<file path="src/rtl/tmr_pkg.sv">
package tmr_pkg;
    typedef enum logic [1:0] {
        SRC_EVENT  = 2'b00,
        SRC_GATED  = 2'b01,
        SRC_DRIVE0 = 2'b10,
        SRC_DRIVE1 = 2'b11
    } src_state_e;

    typedef enum logic {
        LVL_LOW  = 1'b0,
        LVL_HIGH = 1'b1
    } lvl_state_e;
endpackage

</file>
<file path="src/rtl/ref_divider.sv">
module ref_divider #(
    parameter int DIV = 12
) (
    input  logic clk,
    input  logic rst_n,
    output logic tick_o
);
    localparam int CW = $clog2(DIV);
    localparam logic [CW-1:0] LAST = CW'(DIV - 1);

    logic [CW-1:0] phase_q;

    always_ff @(posedge clk or negedge rst_n) begin
        if (!rst_n)              phase_q <= '0;
        else if (phase_q == LAST) phase_q <= '0;
        else                     phase_q <= phase_q + 1'b1;
    end

    assign tick_o = (phase_q == LAST);


    tick_single_chk: assert property (@(posedge clk) disable iff (!rst_n)
        tick_o |=> !tick_o);
endmodule

</file>
<file path="src/rtl/pin_sync.sv">
module pin_sync #(
    parameter int STAGES = 2
) (
    input  logic clk,
    input  logic rst_n,
    input  logic pin_i,
    output logic level_o,
    output logic rise_o
);
    logic [STAGES-1:0] chain_q;
    logic              prev_q;

    always_ff @(posedge clk or negedge rst_n) begin
        if (!rst_n) begin
            chain_q <= '0;
            prev_q  <= 1'b0;
        end else begin
            chain_q <= {chain_q[STAGES-2:0], pin_i};
            prev_q  <= chain_q[STAGES-1];
        end
    end

    assign level_o = chain_q[STAGES-1];
    assign rise_o  = chain_q[STAGES-1] & ~prev_q;


    rise_once_chk: assert property (@(posedge clk) disable iff (!rst_n)
        rise_o |=> !rise_o);
endmodule

</file>
<file path="src/rtl/pow2_prescaler.sv">
module pow2_prescaler #(
    parameter int W    = 7,
    parameter int TAPW = 3
) (
    input  logic            clk,
    input  logic            rst_n,
    input  logic            tick_i,
    input  logic            restart_i,
    input  logic [TAPW-1:0] tap_i,
    output logic            term_o
);
    logic [W-1:0] left_q;
    logic [W-1:0] mask;
    logic [W:0]   span;
    int           eff;

    always_comb begin
        eff  = (int'(tap_i) > W) ? W : int'(tap_i);
        span = ((W+1)'(1) << eff) - (W+1)'(1);
        mask = span[W-1:0];
    end

    assign term_o = tick_i && (left_q == '0);

    always_ff @(posedge clk or negedge rst_n) begin
        if (!rst_n)         left_q <= '0;
        else if (restart_i) left_q <= mask;
        else if (term_o)    left_q <= mask;
        else if (tick_i)    left_q <= left_q - 1'b1;
    end


    restart_full_chk: assert property (@(posedge clk) disable iff (!rst_n)
        restart_i |=> (left_q == $past(mask)));
endmodule

</file>
<file path="src/rtl/gated_down_timer.sv">
module gated_down_timer #(
    parameter int CNT_W    = 8,
    parameter int PSC_W    = 7,
    parameter int TAP_W    = 3,
    parameter int REF_DIV  = 12,
    parameter int SYNC_LEN = 2
) (
    input  logic             clk,
    input  logic             rst_n,
    input  logic [1:0]       mode_i,
    input  logic [TAP_W-1:0] tap_i,
    input  logic             load_we_i,
    input  logic [CNT_W-1:0] load_val_i,
    input  logic             uf_clr_i,
    input  logic             pin_i,
    output logic [CNT_W-1:0] cnt_o,
    output logic             uf_o,
    output logic             pin_o,
    output logic             pin_oe_o
);
    import tmr_pkg::*;

    logic             ref_tick, pin_lvl, pin_rise, src_tick, term;
    logic             uf_event;
    logic [CNT_W-1:0] cnt_q, reload_q;
    logic             uf_q;
    src_state_e       src_st;
    lvl_state_e       lvl_q, lvl_d;

    ref_divider #(.DIV(REF_DIV)) u_ref (
        .clk(clk), .rst_n(rst_n), .tick_o(ref_tick));

    pin_sync #(.STAGES(SYNC_LEN)) u_sync (
        .clk(clk), .rst_n(rst_n), .pin_i(pin_i),
        .level_o(pin_lvl), .rise_o(pin_rise));

    assign src_st = src_state_e'(mode_i);

    always_comb begin
        unique case (src_st)
            SRC_EVENT:  src_tick = pin_rise;
            SRC_GATED:  src_tick = ref_tick & pin_lvl;
            SRC_DRIVE0: src_tick = ref_tick;
            SRC_DRIVE1: src_tick = ref_tick;
            default:    src_tick = 1'b0;
        endcase
    end

    pow2_prescaler #(.W(PSC_W), .TAPW(TAP_W)) u_psc (
        .clk(clk), .rst_n(rst_n), .tick_i(src_tick),
        .restart_i(load_we_i), .tap_i(tap_i), .term_o(term));

    assign uf_event = term && !load_we_i && (cnt_q == '0);

    always_ff @(posedge clk or negedge rst_n) begin
        if (!rst_n) begin
            cnt_q    <= '0;
            reload_q <= '0;
        end else if (load_we_i) begin
            cnt_q    <= load_val_i;
            reload_q <= load_val_i;
        end else if (uf_event) begin
            cnt_q    <= reload_q;
        end else if (term) begin
            cnt_q    <= cnt_q - 1'b1;
        end
    end

    always_ff @(posedge clk or negedge rst_n) begin
        if (!rst_n)        uf_q <= 1'b0;
        else if (uf_event) uf_q <= 1'b1;
        else if (uf_clr_i) uf_q <= 1'b0;
    end

    // pin-level state register
    always_ff @(posedge clk or negedge rst_n) begin
        if (!rst_n) lvl_q <= LVL_LOW;
        else        lvl_q <= lvl_d;
    end

    // pin-level transitions
    always_comb begin
        lvl_d = lvl_q;
        unique case (lvl_q)
            LVL_LOW:  if (uf_event && src_st == SRC_DRIVE1) lvl_d = LVL_HIGH;
            LVL_HIGH: if (uf_event && src_st == SRC_DRIVE0) lvl_d = LVL_LOW;
            default:  lvl_d = LVL_LOW;
        endcase
    end

    // outputs
    always_comb begin
        cnt_o    = cnt_q;
        uf_o     = uf_q;
        pin_o    = (lvl_q == LVL_HIGH);
        pin_oe_o = (src_st == SRC_DRIVE0) || (src_st == SRC_DRIVE1);
    end


    uf_reload_chk: assert property (@(posedge clk) disable iff (!rst_n)
        (term && !load_we_i && cnt_q == '0) |=> (cnt_q == $past(reload_q)) && uf_q);

    uf_clear_chk: assert property (@(posedge clk) disable iff (!rst_n)
        (uf_clr_i && !uf_event) |=> !uf_q);

    load_write_chk: assert property (@(posedge clk) disable iff (!rst_n)
        load_we_i |=> (cnt_q == $past(load_val_i)) && (reload_q == $past(load_val_i)));

    lvl_hold_chk: assert property (@(posedge clk) disable iff (!rst_n)
        !uf_event |=> $stable(lvl_q));

    gated_idle_chk: assert property (@(posedge clk) disable iff (!rst_n)
        (src_st == SRC_GATED && !pin_lvl && !load_we_i) |=> $stable(cnt_q));
endmodule

</file>
<file path="config.mk">
export PLATFORM = sky130hd
export DESIGN_NAME = gated_down_timer
export DESIGN_NICKNAME = d
export VERILOG_FILES = /design/src/rtl/tmr_pkg.sv /design/src/rtl/ref_divider.sv /design/src/rtl/pin_sync.sv /design/src/rtl/pow2_prescaler.sv /design/src/rtl/gated_down_timer.sv
export SDC_FILE = /design/constraint.sdc
export NUM_CORES = 1
export LEC_CHECK = 0
export CORE_MARGIN = 5
export CORE_UTILIZATION = 60
export CTS_BUF_LIST = sky130_fd_sc_hd__clkbuf_4 sky130_fd_sc_hd__clkbuf_8 sky130_fd_sc_hd__clkbuf_16
export DETAILED_ROUTE_END_ITERATION = 10
export DONT_BUFFER_PORTS = 1
export PLACE_DENSITY_LB_ADDON = 0.2
export SKIP_CTS_REPAIR_TIMING = 1
export SYNTH_ARGS = -nofsm -noshare
export SYNTH_HDL_FRONTEND = slang
export SYNTH_HIERARCHICAL = 1
export SYNTH_SLANG_ARGS = --single-unit
</file>
<file path="constraint.sdc">
create_clock -name clk -period 3 [get_ports clk]
set_clock_uncertainty 0.05 [all_clocks]
set_input_delay 0.15 -clock clk [delete_from_list [all_inputs] [get_ports clk]]
set_output_delay 0.15 -clock clk [all_outputs]
set_load 0.005 [all_outputs]
</file>
==> impl_metrics.toml, run 1 <==
[status]
status = "completed"

[synthesis]
synthCells = 161
yosys_warnings = 6
ys_ff_latch = 32
syn_avg_cell_area_um2 = 10.50
synth.most_common_cell = "dfrtp_1"
synthFlopType = "dfrtp_1"
synth_fp_nets = 182
yosysTopAreaCellShare = 0.4737
syn_area_um2 = 1690
synth_area_leader_cell = "dfrtp_1"
async_flop_share = 1.000
netlist_top_cells_count = "dfrtp_1, inv_1, o21ai_0"
synthDistinctLibCells = 47
synth_area_leaders = "dfrtp_1, mux2_2, a22oi_1, o21ai_0, inv_1"
synth_edf_count = 0
synth-seq-area-share = 0.4737

[timing]
tightest_slew_ns = 0.7603
period_needed_ns = 2.730
maxSlewHeadroom = 0.4915
rsz0062_at_grt = "false"
drv_slew = 0
setup_slack_ns = 0.2698
finalHoldViolations = 0
max_freq_ghz = 0.3663
finalSetupTns_ns = 0
period_share = 0.9101
setup_viol_count_final = 0

[worst_setup_path]
ff2ff_setup_slack_ns = 0.27
r2r_start = "u_ref/phase_q[0]"
cp-start-kind = "flop"
cp-endpoint = "u_psc/left_q[1]"
cp_max_fo = 8
path_class = "flop to flop"
required_ns = 3.15
r2r_end = "u_psc/left_q[1]"
cp-end-kind = "flop"
critPathArrivalTime_ns = 2.88
startpoint = "u_ref/phase_q[0]"
r2r.worst_path.cells = 9

[detailed_routing]
wire_per_inst_um = 17.47
drt_wl_total_um = 3756
firstDrtPassIters = 4
dr_total_vias = 1343
antenna_left = 0
drcViolationCount = 0
via_per_inst = 6.247
dr.first_iter.drc_count = 125

[floorplan]
core_um2 = 2734
die_h_um = 63.08
num_rows = 19
die_w_um = 63.08
start_util = 0.6183
die_area_um2 = 3979
io_pins = 29

[finish]
final.fill_count = 192
fin_util = 0.7346
regArea_um2 = 800.8
n_antenna_cell = 0
area_delta_synth_final_pct = 18.80
drive_gt1_frac = 0.1685
multi_input_area_um2 = 822.0
nNetsFinal = 204

[place]
dp_hpwl_um = 2464
dp_slack_ns = 0.3922
portBuffers = 0
gp_congestion = 0.8085

[clock_tree]
clock-sinks = 32
worstSkewPairLatency_ns = 0.34
cts_tree = "yes"
cts_buffers = 5
htree_levels = 2
clock_path_buffers = 2
cts-root-buf = "clkbuf_4"
cts.reportedPaths.clkPinSlew_ns = 0.11

[flow_run]
maxCapViolations = 0

[global_route]
first_global_vias = 1263
grt_max_degree = 33
grtUsageTotal = 0.1958
antenna_found_initial = 0
grt_pass1_wl_um = 6196
grt-ovfl-total = 0

[power]
power_w = 0.001002
cellPowerDensity_nw_per_um2 = 499.0
p_leak_nw = 0.8508
vdd_drop_max_mv = 0.4748

[worst_hold_path]
hp-class = "input pin to flop"
## flip-flops by register name, indices dropped and copies added (netlist names)
register        flops
uf_o                1
u_psc/left_q        7
u_ref/phase_q       4
u_sync/chain_q      2
pin_o               1
reload_q            8
cnt_o               8
u_sync/prev_q       1
## per-stage QoR
stage,hold WS [ns],std cells,cell area [um2]
final,0.01485,215,2008
after global routing,0.004006,215,2008
after CTS,-0.5699,195,1798
after detailed placement,-0.1947,187,1703
after global placement,-0.1947,187,1703
after floorplan,-0.1956,161,1690
## how the worst min path moves through the flow
stage	from	to	slack, ns	depth (start not counted)
2_1_floorplan	rst_n	cnt_o[0]	-0.20	0
3_3_place_gp	rst_n	cnt_o[5]	-0.19	0
3_5_place_dp	rst_n	cnt_o[5]	-0.19	0
4_1_cts	rst_n	u_psc/left_q[6]	-0.57	0
5_1_grt	tap_i[0]	u_psc/left_q[4]	0.004	2
6_report	tap_i[0]	u_psc/left_q[4]	0.01	2
## placed cells by master (no fill, tap or decap), types with 2 or more instances in the layout
master / n
xor2_1: 2
nand3b_1: 3
nand3_2: 2
nor2_2: 2
a21boi_0: 2
inv_1: 11
mux2_2: 6
mux2i_1: 2
dlygate4sd3_1: 19
dfrtp_1: 32
nand3_1: 5
o21ai_0: 10
o21ai_1: 7
nor2_1: 9
a21oi_1: 7
o211ai_1: 2
nor3_1: 7
a22oi_1: 8
clkbuf_4: 5
clkbuf_8: 2
nand2b_1: 4
nand2_1: 7
ha_1: 3
## worst max-delay path: stages, from the launching register on
cell	delay, ns
dfrtp_1	0.39
ha_1	0.22
nand2b_4	0.08
nor2_2	0.11
a22o_1	0.31
nand2_1	0.22
o31ai_4	0.34
nor3b_2	0.22
dlygate4sd3_1	0.57
o32ai_1	0.09
## where the power goes
| group | leakage (nW) | total [W] | switching, W | internal [W] |
|---|---|---|---|---|
| clock network | 0.0515 | 0.000369 | 0.000148 | 0.000221 |
| registers | 0.388 | 0.000501 | 0.0000389 | 0.000462 |
| logic | 0.411 | 0.000132 | 0.0000653 | 0.0000670 |
| total | 0.851 | 0.00100 | 0.000252 | 0.000750 |
## cells by family after synthesis
family / count (synthesis) / synth area share
xor+xnor: 3 / 0.01555
fa+ha+maj: 3 / 0.02221
mux: 9 / 0.06069
flops: 32 / 0.4737
buf+inv: 16 / 0.03997
compound gates: 47 / 0.1917
simple gates: 51 / 0.1961
## area by class of cell
| type | instances | area share |
|---|---|---|
| Inverter | 11 | 0.02056 |
| Timing Repair Buffer | 20 | 0.1047 |
| Multi-Input combinational cell | 113 | 0.4093 |
| Tap cell | 31 | 0.01931 |
| Sequential cell | 32 | 0.3988 |
| Clock buffer | 7 | 0.03240 |
| Clock inverter | 1 | 0.01495 |
## layer usage
metal	wire length, um	GRT usage	vias to the layer above
met4	102	0.06366	0
met5	0	0	-
li1	-	-	634
met1	1658	0.2750	645
met3	277	0.07638	13
met2	1718	0.2756	51
No activity file was read; power rests on OpenSTA's default activity.
==> run 2: changes to the inputs <==
--- a/config.mk
+++ b/config.mk
@@ -11,6 +11,7 @@
 export DETAILED_ROUTE_END_ITERATION = 10
 export DONT_BUFFER_PORTS = 1
 export PLACE_DENSITY_LB_ADDON = 0.2
+export RECOVER_POWER = 100
 export SKIP_CTS_REPAIR_TIMING = 1
 export SYNTH_ARGS = -nofsm -noshare
 export SYNTH_HDL_FRONTEND = slang
==> constraint.sdc (replaced) <==
create_clock -name clk -period 3.3 [get_ports clk]
set_clock_uncertainty 0.05 [all_clocks]
set_input_delay 0.165 -clock clk [delete_from_list [all_inputs] [get_ports clk]]
set_output_delay 0.165 -clock clk [all_outputs]
set_load 0.005 [all_outputs]
==> impl_metrics.toml, run 2 (synthesized netlist as in run 1, its figures left out) <==
[place]
dp_hpwl_um = 2488
place_area_um2 = 1703
gp_congestion = 0.7954
portBuffers = 0

[floorplan]
die_area_um2 = 3979
core_um2 = 2734
num_rows = 19
start_util = 0.6183
die_w_um = 63.08
die_h_um = 63.08
io_pins = 29

[worst_setup_path]
r2r.worst_path.cells = 9
cp-start-kind = "flop"
cp-end-kind = "flop"
crit_path_cell_trace = "ha_1, nand2b_2, nor2_1, a22o_1, nand2_1, nor3_1, and2b_1, nand3_1, mux2_4"
critPathArrivalTime_ns = 2.94
cp_max_fo = 8
path_class = "flop to flop"
cp_slowest_cell = "nor3_1"
critPathMaxStageDelay_ns = 0.45
required_ns = 3.46

[global_route]
met2_usage = 0.2808
antenna_found_initial = 0
grt_max_degree = 33
grt_use_met1 = 0.2564
grtUsageTotal = 0.1903
grt_pass1_wl_um = 6085
use_met3 = 0.08526
busiest_layer = "met2"
first_global_vias = 1282
grt-ovfl-total = 0

[detailed_routing]
via_per_inst = 6.134
drt_wl_total_um = 3853
wire_per_inst_um = 17.76
drcViolationCount = 0
dr_total_vias = 1331
dr.first_iter.drc_count = 74
firstDrtPassIters = 4
antenna_left = 0

[finish]
drive_gt1_frac = 0.1290
area_delta_synth_final_pct = 17.39
n_antenna_cell = 0
nNetsFinal = 206
fin_area_um2 = 1984
fin_util = 0.7259
multi_input_area_um2 = 794.5
regArea_um2 = 800.8
final_common_cell = "dfrtp_1"
final.fill_count = 194
layout_common_cells = "dfrtp_1, dlygate4sd3_1, o21ai_0, inv_1, nor2_1"

[status]
violations = "hold timing, capacitance limit, slew limit"
status = "finished with violations"

[power]
vdd_drop_max_mv = 0.4193
p_leak_nw = 0.8431
cellPowerDensity_nw_per_um2 = 459.4

[timing]
max_freq_ghz = 0.3595
drv_slew = 33
setup_viol_count_final = 0
holdWs_ns = -0.02769
maxSlewHeadroom = -0.1173
period_needed_ns = 2.782
rsz0062_at_grt = "false"
period_share = 0.8430
finalHoldViolations = 1
finalSetupTns_ns = 0
tightest_slew_ns = 1.676

[clock_tree]
cts-root-buf = "clkbuf_4"
cts.reportedPaths.clkPinSlew_ns = 0.10
worstSkewPairLatency_ns = 0.33
cts_tree = "yes"
clock-sinks = 32
cts_buffers = 5
clock_path_buffers = 2
htree_levels = 2

[worst_hold_path]
whs_path_depth = 2
hp-class = "input pin to flop"

[flow_run]
maxCapViolations = 1
==> run 2: cell count changes in the layout (fill, tap and decap cells not counted), sizes merged <==
| cell | delta |
|---|---|
| buf | -1 |
| clkbuf | +1 |
| dlygate4sd3 | +2 |
==> run 2: final cells by class <==
cell class / count / area share
multi-input combinational: 113 / 0.4004
sequential: 32 / 0.4035
timing repair buffer: 22 / 0.1078
clock inverter: 1 / 0.01513
inverter: 11 / 0.02081
clock buffer: 7 / 0.03279
tap: 31 / 0.01955
==> run 2: path summary, 6_finish.rpt <==
kind                              startpoint                end  slack (ns)
max                         u_ref/phase_q[0]              pin_o        0.52
min                            load_val_i[3]           cnt_o[3]       -0.03
max reg2reg                 u_ref/phase_q[0]              pin_o        0.52
min reg2reg                u_sync/chain_q[0]  u_sync/chain_q[1]        0.32
max in group asynchronous              rst_n   u_ref/phase_q[2]        1.47
min in group asynchronous              rst_n    u_psc/left_q[5]        0.76
==> run 2: per-layer routing <==
layer  vias up  routed length [um]
met5         -                   0
met4         0                  19
met3         2                 270
met2        48                1828
met1       649                1734
li1        632                   -
==> run 2: through the flow <==
step	power, W	cells	setup slack (ns)
global placement	0.0005416	187	0.8371
detailed placement	0.0005463	187	0.6863
CTS	0.0008790	195	0.6642
floorplan	0.0005282	161	0.8750
global route	0.0009610	217	0.3321
finish	0.0009116	217	0.5181
==> run 2: report_power, final <==
group | internal [W] | leakage (nW) | switching, W | total, W
registers | 0.000420 | 0.388 | 0.0000361 | 0.000456
logic | 0.0000595 | 0.403 | 0.0000581 | 0.000118
clock network | 0.000201 | 0.0515 | 0.000137 | 0.000338
total | 0.000681 | 0.843 | 0.000231 | 0.000912
==> run 2: worst max-delay path: cells and delay by family, from the launching register on <==
family | cells | cell delay, ns
and+or+nand+nor | 6 | 1.39
DFF | 1 | 0.40
AOI/OAI and AO/OA | 1 | 0.31
adders and majority gates | 1 | 0.22
muxes | 1 | 0.31
